File: src/rtl/mac_issue_pkg.sv
package mac_issue_pkg;

  typedef enum logic {
    PREC_SINGLE = 1'b0,
    PREC_DOUBLE = 1'b1
  } prec_e;

  function automatic int lat_max(input int a, input int b);
    return (a > b) ? a : b;
  endfunction

endpackage

File: src/rtl/mac_dp_occupancy.sv
module mac_dp_occupancy #(
  parameter int II = 7
) (
  input  logic clk,
  input  logic rst_n,
  input  logic start,
  output logic busy
);
  localparam int CW = (II > 1) ? $clog2(II + 1) : 1;

  logic [CW-1:0] cnt_q, cnt_d;
  logic          cnt_en;

  assign busy   = (cnt_q != '0);
  assign cnt_en = start | busy;

  always_comb begin
    cnt_d = cnt_q;
    if (start)     cnt_d = CW'(II - 1);
    else if (busy) cnt_d = cnt_q - 1'b1;
  end

  always_ff @(posedge clk or negedge rst_n) begin
    if (!rst_n)      cnt_q <= '0;
    else if (cnt_en) cnt_q <= cnt_d;
  end
endmodule

File: src/rtl/mac_wb_ring.sv
module mac_wb_ring #(
  parameter int TAG_W  = 4,
  parameter int SP_LAT = 7,
  parameter int DP_LAT = 7,
  parameter int DEPTH  = 7
) (
  input  logic             clk,
  input  logic             rst_n,
  input  logic             push,
  input  logic             push_dp,
  input  logic [TAG_W-1:0] push_tag,
  output logic             sp_free,
  output logic             dp_free,
  output logic             out_valid,
  output logic             out_dp,
  output logic [TAG_W-1:0] out_tag
);
  logic [DEPTH-1:0]            vld_q, vld_d;
  logic [DEPTH-1:0]            dp_q, dp_d;
  logic [DEPTH-1:0][TAG_W-1:0] tag_q, tag_d;
  logic                        ring_en;

  // A new entry lands at index LAT-1 after this edge; the entry now at
  // index LAT would shift there, so that index decides the slot.
  generate
    if (SP_LAT < DEPTH) begin : g_sp_chk
      assign sp_free = ~vld_q[SP_LAT];
    end else begin : g_sp_top
      assign sp_free = 1'b1;
    end
    if (DP_LAT < DEPTH) begin : g_dp_chk
      assign dp_free = ~vld_q[DP_LAT];
    end else begin : g_dp_top
      assign dp_free = 1'b1;
    end
  endgenerate

  assign ring_en = push | (vld_q != '0);

  always_comb begin
    vld_d = vld_q >> 1;
    dp_d  = dp_q >> 1;
    tag_d = tag_q >> TAG_W;
    if (push) begin
      if (push_dp) begin
        vld_d[DP_LAT-1] = 1'b1;
        dp_d[DP_LAT-1]  = 1'b1;
        tag_d[DP_LAT-1] = push_tag;
      end else begin
        vld_d[SP_LAT-1] = 1'b1;
        dp_d[SP_LAT-1]  = 1'b0;
        tag_d[SP_LAT-1] = push_tag;
      end
    end
  end

  always_ff @(posedge clk or negedge rst_n) begin
    if (!rst_n) begin
      vld_q <= '0;
      dp_q  <= '0;
      tag_q <= '0;
    end else if (ring_en) begin
      vld_q <= vld_d;
      dp_q  <= dp_d;
      tag_q <= tag_d;
    end
  end

  assign out_valid = vld_q[0];
  assign out_dp    = dp_q[0];
  assign out_tag   = tag_q[0];
endmodule

File: src/rtl/mac_lane_mask.sv
module mac_lane_mask #(
  parameter int LANES = 4
) (
  input  logic             valid,
  input  logic             dp,
  output logic [LANES-1:0] lane_en
);
  localparam int DP_LANES = LANES / 2;

  generate
    for (genvar l = 0; l < LANES; l++) begin : g_lane
      if (l < DP_LANES) begin : g_shared
        assign lane_en[l] = valid;
      end else begin : g_sp_only
        assign lane_en[l] = valid & ~dp;
      end
    end
  endgenerate
endmodule

File: src/rtl/mac_issue_ctrl.sv
module mac_issue_ctrl
  import mac_issue_pkg::*;
#(
  parameter int TAG_W  = 4,
  parameter int LANES  = 4,
  parameter int SP_LAT = 7,
  parameter int DP_LAT = 7
) (
  input  logic             clk,
  input  logic             rst_n,
  input  logic             req_valid,
  input  logic             req_dp,
  input  logic [TAG_W-1:0] req_tag,
  output logic             req_ready,
  output logic             res_valid,
  output logic             res_dp,
  output logic [TAG_W-1:0] res_tag,
  output logic [LANES-1:0] res_lane_en
);
  localparam int DEPTH = lat_max(SP_LAT, DP_LAT);
  localparam int DP_II = DP_LAT;

  prec_e req_prec;
  logic  dp_busy, sp_free, dp_free, fire, dp_start;

  assign req_prec  = prec_e'(req_dp);
  assign req_ready = (req_prec == PREC_DOUBLE) ? (~dp_busy & dp_free) : sp_free;
  assign fire      = req_valid & req_ready;
  assign dp_start  = fire & (req_prec == PREC_DOUBLE);

  mac_dp_occupancy #(.II(DP_II)) u_occ (
    .clk   (clk),
    .rst_n (rst_n),
    .start (dp_start),
    .busy  (dp_busy)
  );

  mac_wb_ring #(
    .TAG_W (TAG_W),
    .SP_LAT(SP_LAT),
    .DP_LAT(DP_LAT),
    .DEPTH (DEPTH)
  ) u_ring (
    .clk      (clk),
    .rst_n    (rst_n),
    .push     (fire),
    .push_dp  (req_dp),
    .push_tag (req_tag),
    .sp_free  (sp_free),
    .dp_free  (dp_free),
    .out_valid(res_valid),
    .out_dp   (res_dp),
    .out_tag  (res_tag)
  );

  mac_lane_mask #(.LANES(LANES)) u_lanes (
    .valid  (res_valid),
    .dp     (res_dp),
    .lane_en(res_lane_en)
  );
endmodule

File: config.mk
export PLATFORM = sky130hd
export DESIGN_NAME = mac_issue_ctrl
export DESIGN_NICKNAME = d
export VERILOG_FILES = /design/src/rtl/mac_issue_pkg.sv /design/src/rtl/mac_dp_occupancy.sv /design/src/rtl/mac_wb_ring.sv /design/src/rtl/mac_lane_mask.sv /design/src/rtl/mac_issue_ctrl.sv
export SDC_FILE = /design/constraint.sdc
export NUM_CORES = 1
export LEC_CHECK = 0
export BUFFER_PORTS_ARGS = -buffer_cell sky130_fd_sc_hd__buf_4
export CAP_MARGIN = 20
export CORE_ASPECT_RATIO = 0.8
export CORE_MARGIN = 1.5
export CORE_UTILIZATION = 30
export DETAILED_ROUTE_END_ITERATION = 8
export HOLD_SLACK_MARGIN = 0.05
export PLACE_DENSITY = 0.54
export SLEW_MARGIN = 20
export SYNTH_ARGS = -nofsm -noshare
export SYNTH_HDL_FRONTEND = slang
export SYNTH_SLANG_ARGS = --single-unit
export TNS_END_PERCENT = 10
File: constraint.sdc
create_clock -name clk -period 1.94 [get_ports clk]
set_input_delay 0.388 -clock clk [delete_from_list [all_inputs] [get_ports clk]]
set_output_delay 0.388 -clock clk [all_outputs]
set_load 0.05 [all_outputs]
Word-level counts from Yosys, hierarchy flattened
Index checks and enable logic that the tools add are counted.
{"block": "totals", "regBits": 45, "input_bits": 8, "out_inout_bits": 11, "word_cells": 29}
{"block": "op_classes", "addsub": 1, "n_mux": 7, "n_bitwise": 7, "reduce_logical": 4}
{"op": "$reduce_bool 7->1", "n": 1}
{"op": "$mux 3", "n": 2}
{"op": "$mux 1", "n": 4}
{"op": "$mux 4", "n": 1}
{"op": "$and 1x1->1", "n": 3}
{"op": "$reduce_bool 3->1", "n": 1}
{"op": "$sub 3x1->3 const B", "n": 1}
{"op": "$not 1->1", "n": 2}
{"op": "$or 1x1->1", "n": 2}
{"op": "$reduce_and 2->1", "n": 1}
{"op": "$reduce_bool 2->1", "n": 1}

Depth between registers and ports, before layout
{"block": "logic_depth", "word_depth": 7, "ltp_mapped": 7, "mapped_depth_nobuf": 6}

By module
From an unflattened synthesis, not the netlist that was laid out.
{"block": "unflattened", "cells_unflattened": 120, "area_unflattened_um2": 1905.6}
{"mod": "mac_wb_ring", "instances": 1, "cells_per_inst": 94, "area_per_inst_um2": 1642.8, "seq_area_each_um2": 1051.0}
{"mod": "mac_dp_occupancy", "instances": 1, "cells_per_inst": 17, "area_per_inst_um2": 183.9, "seq_area_each_um2": 75.1}
{"mod": "mac_issue_ctrl", "instances": 1, "cells_per_inst": 5, "area_per_inst_um2": 42.5, "seq_area_each_um2": 0.0}
{"mod": "mac_lane_mask", "instances": 1, "cells_per_inst": 4, "area_per_inst_um2": 36.3, "seq_area_each_um2": 0.0}

Least setup slack after synthesis
OpenSTA, ideal clock, no wires.
{"block": "synth_timing", "path_kind": "register to output", "start": "reg u_ring.vld_q[0]", "end": "out res_lane_en[3]", "arrival_time_ns": 1.808, "t_required_ns": 1.552, "path_slack_ns": -0.256, "stages_incl_launch_ff": 3, "path_buffers": 1, "path_cell_list": "dfrtp_1 nor2b_1 buf_4"}
{"block": "synth_between", "elab_chain_cells": 1}
{"element": "start: declaration", "line": "mac_wb_ring.sv:18", "rtl": "logic [DEPTH-1:0] vld_q, vld_d;"}
{"element": "start signal: assignment", "line": "mac_wb_ring.sv:63", "rtl": "vld_q <= vld_d;"}
{"element": "$and 1x1->1"}
{"element": "end: declaration", "line": "mac_issue_ctrl.sv:18", "rtl": "output logic [LANES-1:0] res_lane_en"}
No other way between the ends.

Worst setup path in the final report
{"block": "layout_timing", "start": "reg u_occ.cnt_q[0]", "end": "out req_ready"}
{"block": "layout_between", "elab_chain_cells": 3}
{"element": "start: declaration", "line": "mac_dp_occupancy.sv:11", "rtl": "logic [CW-1:0] cnt_q, cnt_d;"}
{"element": "start signal: assignment", "line": "mac_dp_occupancy.sv:25", "rtl": "else if (cnt_en) cnt_q <= cnt_d;"}
{"element": "$reduce_bool 3->1", "line": "mac_dp_occupancy.sv:14", "rtl": "assign busy = (cnt_q != '0);"}
{"element": "$not 1->1", "line": "mac_issue_ctrl.sv:27", "rtl": "assign req_ready = (req_prec == PREC_DOUBLE) ? (~dp_busy & dp_free) : sp_free;"}
{"element": "$mux 1", "line": "mac_issue_ctrl.sv:27"}
{"element": "end: declaration", "line": "mac_issue_ctrl.sv:14", "rtl": "output logic req_ready,"}
No other way between the ends.

==> impl_results.md <==
* # Post-CTS Setup Buffers at 0
* Max-Cap Viols at 0
* Path category of the worst min-delay check: primary input to async pin
* Most frequent cells in the layout: dfrtp_1, mux2_4, buf_4
* Post-synthesis sequential area ratio at around 61%
* Area leader, netlist: dfrtp_1
* Max Clock Freq at 0.567 GHz
* Vias per inst at 4.06
* #FFs+latches synth at 45
* Starting DRT DRC Count at 29
* Slew headroom at 63.1%
* Drt total wl at about 2700 um
* Top_reg_cell synth: dfrtp_1
* CTS Buf Count at 5
* Share of the synthesized area in the top cell type at 60.9%
* # rows at 25
* RSZ-0062 raised after global routing: no
* Root Driver: clkbuf_8
* Latest clock arrival within the worst-skew pair at 0.30 ns
* Mapped Cells at 112
* Cell Pwr Density at about 1200 nW/um2
* Number of global-route vias before repair at ~950
* Core area at around 5900 um2
* Area Growth Syn to Fin at 15.0%
* Total GRT Usage at 9.51%
* Synthesized cell area at 1850 um2
* Synth area leaders: dfrtp_1, mux2_4, mux2_2
* Yosys warnings at 0
* Nets at between 100 and 150
* Avg WL per Cell at ~13 um
* Max clock buf depth at 2
* Mean post-synth cell area at 16.5 um2
* Startpoint Class: flop
* Total number of vias at 853
* Distinct cells, synth at 22
* Ant diodes at 0
* Clk sinks at 45
* Final Wtd Congestion at 0.729
* CTS tree: built
* Initial antenna violation count at 0
* Die height at 73.2 um
* Die area at 6650 um2
* Max-slew violations at 0
* Crit path largest cell delay at about 0.4 ns
* Clk pin slew, worst setup/hold paths at 0.09 ns
* Initial Util at 31.1%
* DR DRC count at 0
* LEAKAGE at 1.03 nW
* Reg2reg path depth at 5
* Share of cells above drive strength 1 at 48.8%
* Final hold violation count at 0
* Cells along the critical path: inv_1, ha_1, nand2b_4, nand2_1, buf_4
* Final setup TNS at 0 ns
* Number of flops mapped to enable cells by yosys at 0
* Setup-failing EPs final at 0
* I/O pins at 19
* CP arrival at 1.38 ns
* VDD IR-drop max at 450 uV
* DP Wirelength at 1870 um
* Fillers at 574
* H-Tree Level Count at 2
* Post-CTS Hold Buffers at 0
* Setup ws final at about 0.18 ns
* Die Wd at 90.8 um
* Period utilization at 90.9%
* Slowest-stage cell, CP: dfrtp_1
* Port Buffer Count at 18
* FFs w/ async S/R, synth at 100%
* Worst Tran Pin Value at 0.554 ns
* Clock Skews at 0.0112 ns
* Detailed Routing Iterations Pass 1 at 4
* Largest net degree at the start of global routing at 46
* Worst slack, placed at 0.225 ns
* First-pass GRT wire length at 4800 um
* Worst EP required at 1.55 ns
* DRT antenna net count at 0
* Period minus WS final at 1.76 ns
* Syn Nets at 122
* Post_cts resized at 0
* Crit path kind: flop to output port
* Global route overflow at 0
* Worst setup EP type: output port
* Most common cell after layout, fill and taps aside: dfrtp_1
* CP Max Fanout at 4
* Status: completed
==> worst max-delay path, delay by kind of cell (launching register included) <==
| kind | cells | cell delay (ns) |
|---|---|---|
| fa+ha+maj | 1 | 0.23 |
| flops | 1 | 0.40 |
| buf+inv | 2 | 0.28 |
| simple gates | 2 | 0.16 |
==> cells by family (layout without fill, tap and decap cells) <==
family,Yosys count,after routing,share of synthesized area [%]
compound gates,11,11,5.07
fa+ha+maj,2,2,1.35
buf+inv,14,31,5.82
flops,45,45,60.9
mux,30,30,23.3
simple gates,10,10,3.52
==> metrics by stage <==
| step | instance area [um2] | util, % | total power [W] | instances | hold slack [ns] |
|---|---|---|---|---|---|
| final | 2130 | 35.8 | 0.00256 | 210 | 0.0697 |
| after global routing | 2130 | 35.8 | 0.00271 | 210 | 0.103 |
| after CTS | 2130 | 35.8 | 0.00260 | 210 | 0.0877 |
| after detailed placement | 2040 | 34.3 | 0.00201 | 202 | 0.364 |
| after global placement | 2040 | 34.3 | 0.00197 | 202 | 0.361 |
| after floorplan | 1850 | - | 0.00183 | 112 | 0.0924 |
==> cell type report <==
type	instances	area, um2	area share (%)
multi-input combinational	53	618	29.1
inverter	2	7.51	0.353
timing repair buffer	21	183	8.59
clock inverter	3	22.5	1.06
tap	81	101	4.76
clock buffer	5	68.8	3.24
sequential	45	1130	52.9
==> sequential cells by signal, summed over array words and instances (netlist names) <==
register,flops
u_ring.tag_d,24
u_ring.dp_q,7
u_ring.out_tag,4
u_occ.cnt_q,3
u_ring.vld_q,7
==> Yosys cell counts, types with 2 or more instances <==
master    instances
a22o_1            5
inv_1             2
mux2_4           25
buf_4             3
dfrtp_1          45
mux2_2            5
ha_1              2
nor2_1            2
buf_12            2
nand2_1           2
a21oi_1           3
clkbuf_1          6
==> worst paths after layout <==
| path | slack, ns | from | to |
|---|---|---|---|
| min in group clk | 0.31 | req_tag[2] | u_ring.tag_d[22] |
| max in group asynchronous | 1.48 | rst_n | u_ring.tag_d[7] |
| max reg2reg | 0.23 | u_ring.vld_q[0] | u_ring.out_tag[0] |
| min | 0.07 | rst_n | u_ring.tag_d[9] |
| min reg2reg | 0.39 | u_ring.vld_q[4] | u_ring.vld_q[3] |
| max | 0.18 | u_occ.cnt_q[0] | req_ready |
==> layer usage <==
layer | up-vias | GRT usage [%] | part of all wire, %
met3 | 3 | 3.33 | 5.1
li1 | 412 | - | -
met5 | - | 0 | 0
met4 | 0 | 4.17 | 0.58
met1 | 417 | 13.0 | 52
met2 | 21 | 13.7 | 42
==> report_power, final <==
group / switching, W / internal, W / total (W)
Combinational: 0.000384 / 0.000350 / 0.000735
Clock: 0.000327 / 0.000256 / 0.000582
Sequential: 0.000115 / 0.00113 / 0.00124
Total: 0.000826 / 0.00174 / 0.00256
(Power assumes the default switching activity.)
